--- src/rtl/segaddr_pkg.sv ---
package segaddr_pkg;

    localparam int SEG_W  = 16;
    localparam int OFF_W  = 16;
    localparam int SHIFT  = 4;
    localparam int NSEG   = 4;
    localparam int ADDR_W = SEG_W + SHIFT;
    localparam int SEL_W  = $clog2(NSEG);

    typedef enum logic [1:0] {
        SEG_CODE  = 2'd0,
        SEG_STACK = 2'd1,
        SEG_DATA  = 2'd2,
        SEG_EXTRA = 2'd3
    } seg_id_t;

    typedef enum logic [1:0] {
        KIND_FETCH  = 2'd0,
        KIND_STACK  = 2'd1,
        KIND_DATA   = 2'd2,
        KIND_STRDST = 2'd3
    } ref_kind_t;

endpackage

--- src/rtl/segaddr_bank.sv ---
module segaddr_bank #(
    parameter int SEG_W    = segaddr_pkg::SEG_W,
    parameter int NSEG     = segaddr_pkg::NSEG,
    parameter int CODE_IDX = 0
) (
    input  logic                         clk,
    input  logic                         rst_n,
    input  logic                         wr_en,
    input  logic [$clog2(NSEG)-1:0]      wr_sel,
    input  logic [SEG_W-1:0]             wr_data,
    output logic [NSEG-1:0][SEG_W-1:0]   bank
);
    localparam int SEL_W = $clog2(NSEG);

    for (genvar i = 0; i < NSEG; i++) begin : g_seg
        localparam logic [SEG_W-1:0] RST_VAL = (i == CODE_IDX) ? {SEG_W{1'b1}} : {SEG_W{1'b0}};
        logic [SEG_W-1:0] q;
        logic             hit;

        assign hit = wr_en && (wr_sel == SEL_W'(i));

        always_ff @(posedge clk or negedge rst_n) begin
            if (!rst_n) begin
                q <= RST_VAL;
            end else if (hit) begin
                q <= wr_data;
            end
        end

        assign bank[i] = q;
    end

    // a write lands in the register that was selected
    assert_write_lands_R10: assert property (@(posedge clk) disable iff (!rst_n)
        wr_en |=> bank[$past(wr_sel)] == $past(wr_data));

    // without a write enable nothing moves
    assert_hold_when_idle_R10: assert property (@(posedge clk) disable iff (!rst_n)
        !wr_en |=> $stable(bank));

    // reset values are seen at the first edge after release
    assert_reset_code_R1: assert property (@(posedge clk) disable iff (!rst_n)
        $rose(rst_n) |-> bank[CODE_IDX] == {SEG_W{1'b1}});

endmodule

--- src/rtl/segaddr_pick.sv ---
module segaddr_pick
    import segaddr_pkg::*;
(
    input  ref_kind_t kind,
    input  logic      ovr_en,
    input  seg_id_t   ovr_seg,
    input  logic      bp_base,
    output seg_id_t   sel
);
    seg_id_t data_default;

    always_comb begin
        data_default = bp_base ? SEG_STACK : SEG_DATA;
    end

    always_comb begin
        unique case (kind)
            KIND_FETCH:  sel = SEG_CODE;
            KIND_STACK:  sel = SEG_STACK;
            KIND_STRDST: sel = SEG_EXTRA;
            KIND_DATA:   sel = ovr_en ? ovr_seg : data_default;
            default:     sel = SEG_CODE;
        endcase
    end

endmodule

--- src/rtl/segaddr_form.sv ---
module segaddr_form #(
    parameter int SEG_W = segaddr_pkg::SEG_W,
    parameter int OFF_W = segaddr_pkg::OFF_W,
    parameter int SHIFT = segaddr_pkg::SHIFT
) (
    input  logic [SEG_W-1:0]       seg_base,
    input  logic [OFF_W-1:0]       offset,
    output logic [SEG_W+SHIFT-1:0] phys
);
    localparam int ADDR_W = SEG_W + SHIFT;

    logic [ADDR_W-1:0] base_shifted;
    logic [ADDR_W-1:0] off_ext;

    assign base_shifted = {seg_base, {SHIFT{1'b0}}};
    assign off_ext      = ADDR_W'(offset);
    assign phys         = base_shifted + off_ext;

endmodule

--- src/rtl/segaddr_gen.sv ---
module segaddr_gen
    import segaddr_pkg::*;
#(
    parameter int SEG_W_P = SEG_W,
    parameter int OFF_W_P = OFF_W,
    parameter int SHIFT_P = SHIFT
) (
    input  logic                       clk,
    input  logic                       rst_n,
    input  logic                       wr_en,
    input  logic [1:0]                 wr_sel,
    input  logic [SEG_W_P-1:0]         wr_data,
    input  logic [1:0]                 ref_kind,
    input  logic                       ovr_en,
    input  logic [1:0]                 ovr_seg,
    input  logic                       bp_base,
    input  logic [OFF_W_P-1:0]         offset,
    output logic [SEG_W_P+SHIFT_P-1:0] phys_addr,
    output logic [1:0]                 seg_used
);
    localparam int ADDR_W_P = SEG_W_P + SHIFT_P;

    logic [NSEG-1:0][SEG_W_P-1:0] bank;
    seg_id_t                      sel;
    logic [SEG_W_P-1:0]           base_sel;

    segaddr_bank #(.SEG_W(SEG_W_P), .NSEG(NSEG), .CODE_IDX(int'(SEG_CODE))) u_bank (
        .clk     (clk),
        .rst_n   (rst_n),
        .wr_en   (wr_en),
        .wr_sel  (wr_sel),
        .wr_data (wr_data),
        .bank    (bank)
    );

    segaddr_pick u_pick (
        .kind    (ref_kind_t'(ref_kind)),
        .ovr_en  (ovr_en),
        .ovr_seg (seg_id_t'(ovr_seg)),
        .bp_base (bp_base),
        .sel     (sel)
    );

    assign base_sel = bank[sel];

    segaddr_form #(.SEG_W(SEG_W_P), .OFF_W(OFF_W_P), .SHIFT(SHIFT_P)) u_form (
        .seg_base (base_sel),
        .offset   (offset),
        .phys     (phys_addr)
    );

    assign seg_used = sel;

    assert_fetch_code_R2: assert property (@(posedge clk) disable iff (!rst_n)
        ref_kind == 2'd0 |-> seg_used == 2'd0);

    assert_stack_op_R3: assert property (@(posedge clk) disable iff (!rst_n)
        ref_kind == 2'd1 |-> seg_used == 2'd1);

    assert_data_plain_R4: assert property (@(posedge clk) disable iff (!rst_n)
        (ref_kind == 2'd2 && !ovr_en && !bp_base) |-> seg_used == 2'd2);

    assert_data_bp_R5: assert property (@(posedge clk) disable iff (!rst_n)
        (ref_kind == 2'd2 && !ovr_en && bp_base) |-> seg_used == 2'd1);

    assert_override_R6: assert property (@(posedge clk) disable iff (!rst_n)
        (ref_kind == 2'd2 && ovr_en) |-> seg_used == ovr_seg);

    assert_strdst_extra_R7: assert property (@(posedge clk) disable iff (!rst_n)
        ref_kind == 2'd3 |-> seg_used == 2'd3);

    assert_low_nibble_R8: assert property (@(posedge clk) disable iff (!rst_n)
        phys_addr[SHIFT_P-1:0] == offset[SHIFT_P-1:0]);

    assert_addr_width_R8: assert property (@(posedge clk) disable iff (!rst_n)
        !$isunknown(phys_addr) && ADDR_W_P == SEG_W_P + SHIFT_P);

endmodule

--- config.mk ---
export PLATFORM = sky130hd
export DESIGN_NAME = segaddr_gen
export DESIGN_NICKNAME = d
export VERILOG_FILES = /design/src/rtl/segaddr_pkg.sv /design/src/rtl/segaddr_bank.sv /design/src/rtl/segaddr_pick.sv /design/src/rtl/segaddr_form.sv /design/src/rtl/segaddr_gen.sv
export SDC_FILE = /design/constraint.sdc
export NUM_CORES = 1
export LEC_CHECK = 0
export ABC_AREA = 1
export BUFFER_PORTS_ARGS = -buffer_cell sky130_fd_sc_hd__buf_2
export CAP_MARGIN = 20
export CORE_UTILIZATION = 45
export DETAILED_ROUTE_END_ITERATION = 8
export PLACE_DENSITY = 0.68
export SYNTH_ARGS = -nofsm -noshare
export SYNTH_HDL_FRONTEND = slang
export SYNTH_SLANG_ARGS = --single-unit
--- constraint.sdc ---
create_clock -name clk -period 4.3 [get_ports clk]
set_input_delay 0.43 -clock clk [delete_from_list [all_inputs] [get_ports clk]]
set_output_delay 0.43 -clock clk [all_outputs]
set_load 0.05 [all_outputs]
==> results by group <==
Global route
  • GR Overflow Total: 0
  • Global-route wire length before repair: 13600 microns
  • Pin count of the biggest net entering global routing: 65
  • Vias in the first global route: 2981
  • Antenna violations before repair: 0
  • Total track usage: 21.0%

Critical path
  • Critical Path Sink Type: output port
  • Worst setup path category: primary input to output port
  • Worst r2r src: u_bank.g_seg[0].q[4]$_DFFE_PN1P_
  • Flop-to-flop setup slack: 3.53 ns
  • Worst R2R End: u_bank.g_seg[0].q[4]$_DFFE_PN1P_
  • Critical Path AT: 3.20 ns
  • R2R cell count: 2
  • Crit path required time: 3.87 ns
  • CP max FO: 17
  • CP Launch Type: primary input

Synth
  • Synthesized area: 3550 sq um
  • Ranking of synthesized cells by area: dfrtp_1, o21ai_0, dfstp_2
  • Syn Nets: 498
  • Sequential area share after synthesis: 45.7%
  • YS warnings: 0
  • Yosys reg bits: 64
  • Cell taking the most area after synthesis: dfrtp_1
  • Synth top area share: 33.9%
  • Dominant synthesized flop cell: dfrtp_1
  • Gate Count Post-Synth: 442
  • Post-synth ARST share: 100%
  • Post-synthesis cell type count: 31
  • EDFF count, synth: 0
  • Post-synthesis area per instance: 8.02 sq um

Clock tree
  • Clk buf depth: 2
  • H-tree Lvls: 3
  • Clk_lat worst skew: 0.33 ns
  • Setup bufs post-CTS: 0
  • Root buf cell: clkbuf_8
  • Hold_buf cts: 0
  • TritonCTS buffer count: 9
  • Clock transition at the registers of the reported paths: 0.07 ns
  • CTS tree: built
  • Post-CTS sizing: 0
  • CTS sink count: 64

Layout
  • Reg area: 1620 sq um
  • Layout cell share with drive strength beyond 1: 21.9%
  • Nets: 546
  • Diode count: 0
  • Design area: 4070 sq um
  • Area Growth Syn to Fin: 14.8%
  • Commonest non-fill, non-tap cell in the layout: nand2_1
  • Fill count: 752
  • Largest register by flop count: u_bank.g_seg.q
  • Most frequent cells in the layout: nand2_1, o21ai_0, buf_2
  • Max reg flops: 64
  • Biggest regs: u_bank.g_seg.q: 64 flops
  • Multi-input gate area: 1640 sq um

Routing
  • Antenna viol nets, final: 0
  • Drt first pass iters: 5
  • WL final: 8000 microns
  • # DRC: 0
  • Vias post-DR: 3013
  • Drt wl/cell: 13.4 microns
  • Vias/cell: 5.06
  • DR iter-0 viols: 186

Placement
  • Dpl ws: 0.691 ns
  • Post-Place Cell Area: 3860 sq um
  • Final HPWL DP: 5530 microns
  • I/O Buffers: 56
  • RePlAce Congestion: 0.806

Die
  • Die H: 90.8 microns
  • I/O pin count: 65
  • Die W: 90.8 microns
  • Die area: 8240 sq um
  • Core Box Area: 7690 sq um
  • Initial core utilization: 46.1%
  • Row cnt: 32

STA
  • Unrepaired setup endpoints after global routing: false
  • Pins Over Slew Limit: 0
  • FMAX: 276 MHz
  • Worst clock skew: 0 ns
  • Relative slew slack: 34.0%
  • Fin Hold WS: 0.250 ns
  • Final Hold Viols: 0
  • Worst slew pin tran: 0.988 ns
  • Period minus WS final: 3.63 ns
  • Final setup margin: 0.671 ns
  • Setup TNS: 0 ns
  • Period Utilization, post-route: 84.4%
  • # setup viols final: 0

Hold path
  • HP Class: primary input to asynchronous set/reset pin

Power and ir drop
  • Clk network pwr share: 24.2%
  • Sequential share of power: 39.6%
  • Comb pwr share: 36.2%
  • Peak supply drop: 0.000183 V
  • Power Internal: 1.17 mW
  • Sw frac: 39.2%
  • Cell Pwr Density: 474 nW/um^2
  • Net switching power: 757 uW
  • Pleak: 2.07 nW

Job
  • Max-Cap Viols: 0

Status
  • Outcome: finished clean
## power by group through the flow
stage / Combinational [mW] / Sequential, mW / Clock, mW
finish: 0.699 / 0.765 / 0.468
global route: 0.771 / 0.777 / 0.500
CTS: 0.701 / 0.765 / 0.475
detailed placement: 0.700 / 0.775 / 0
global placement: 0.685 / 0.772 / 0
floorplan: 0.560 / 0.761 / 0
## worst max-delay path: stages
cell and delay, ns:
buf_2 0.11, inv_1 0.06, nand2_2 0.05, nand2_1 0.07
nand2_1 0.06, nand2_2 0.29, inv_4 0.18, o21ai_0 0.12
o22ai_1 0.10, ha_1 0.21, fa_1 0.40, nand3_1 0.09
nand2_1 0.11, a21boi_1 0.23, o21ai_1 0.13, a21oi_1 0.18
nand2_1 0.07, nand2_1 0.06, buf_2 0.25
## per-layer routing
layer | vias up | GRT usage [%] | wire length, microns
li1 | 1540 | - | -
met1 | 1389 | 28.6 | 3970
met2 | 71 | 32.2 | 3510
met3 | 13 | 3.87 | 362
met4 | 0 | 10.1 | 159
met5 | - | 0 | 0
## cells by family after synthesis
kind of cell               after synthesis  share of synthesized area, %
and+or+nand+nor                        173                          21.4
AOI/OAI and AO/OA                      117                          17.2
buffers and inverters                   64                          8.12
DFF                                     64                          45.7
adders and majority gates               13                          4.80
xor gates and xnor gates                11                          2.72
## cell type report
class	count	share of cell area, %
Clock buffer	15	4.33
Tap cell	102	3.14
Timing Repair Buffer	61	8.67
Multi-Input combinational cell	314	40.2
Inverter	40	3.81
Sequential cell	64	39.8
## worst max-delay path by stage
stage | startpoint | to | slack, ns | cells past startpoint
2_1_floorplan | ovr_en | phys_addr[13] | 0.75 | 17
3_3_place_gp | ovr_en | phys_addr[14] | 0.77 | 19
3_5_place_dp | ovr_en | phys_addr[14] | 0.69 | 19
4_1_cts | ovr_en | phys_addr[14] | 0.69 | 19
5_1_grt | ovr_en | phys_addr[14] | 0.41 | 17
6_report | ovr_en | phys_addr[14] | 0.67 | 19
## metrics by stage
stage,power [mW],std cells,util (%)
finish,1.93,596,52.9
global route,2.05,596,52.9
CTS,1.94,594,52.6
detailed placement,1.47,579,50.3
global placement,1.46,578,49.9
floorplan,1.32,442,-
## synth_stat cells (2+ instances only)
cell type,n
nand2_1,109
ha_1,12
dfstp_2,16
buf_2,4
inv_2,2
xnor2_1,2
xor2_1,9
nor2_1,30
nand2_2,6
a21oi_1,9
clkbuf_1,12
o21ai_1,4
o22ai_1,12
inv_1,36
inv_4,2
nand3_1,18
buf_4,5
nand2_4,4
a21boi_1,2
nand3_2,3
dfrtp_1,48
o21ai_0,88
(Power assumes the default switching activity.)
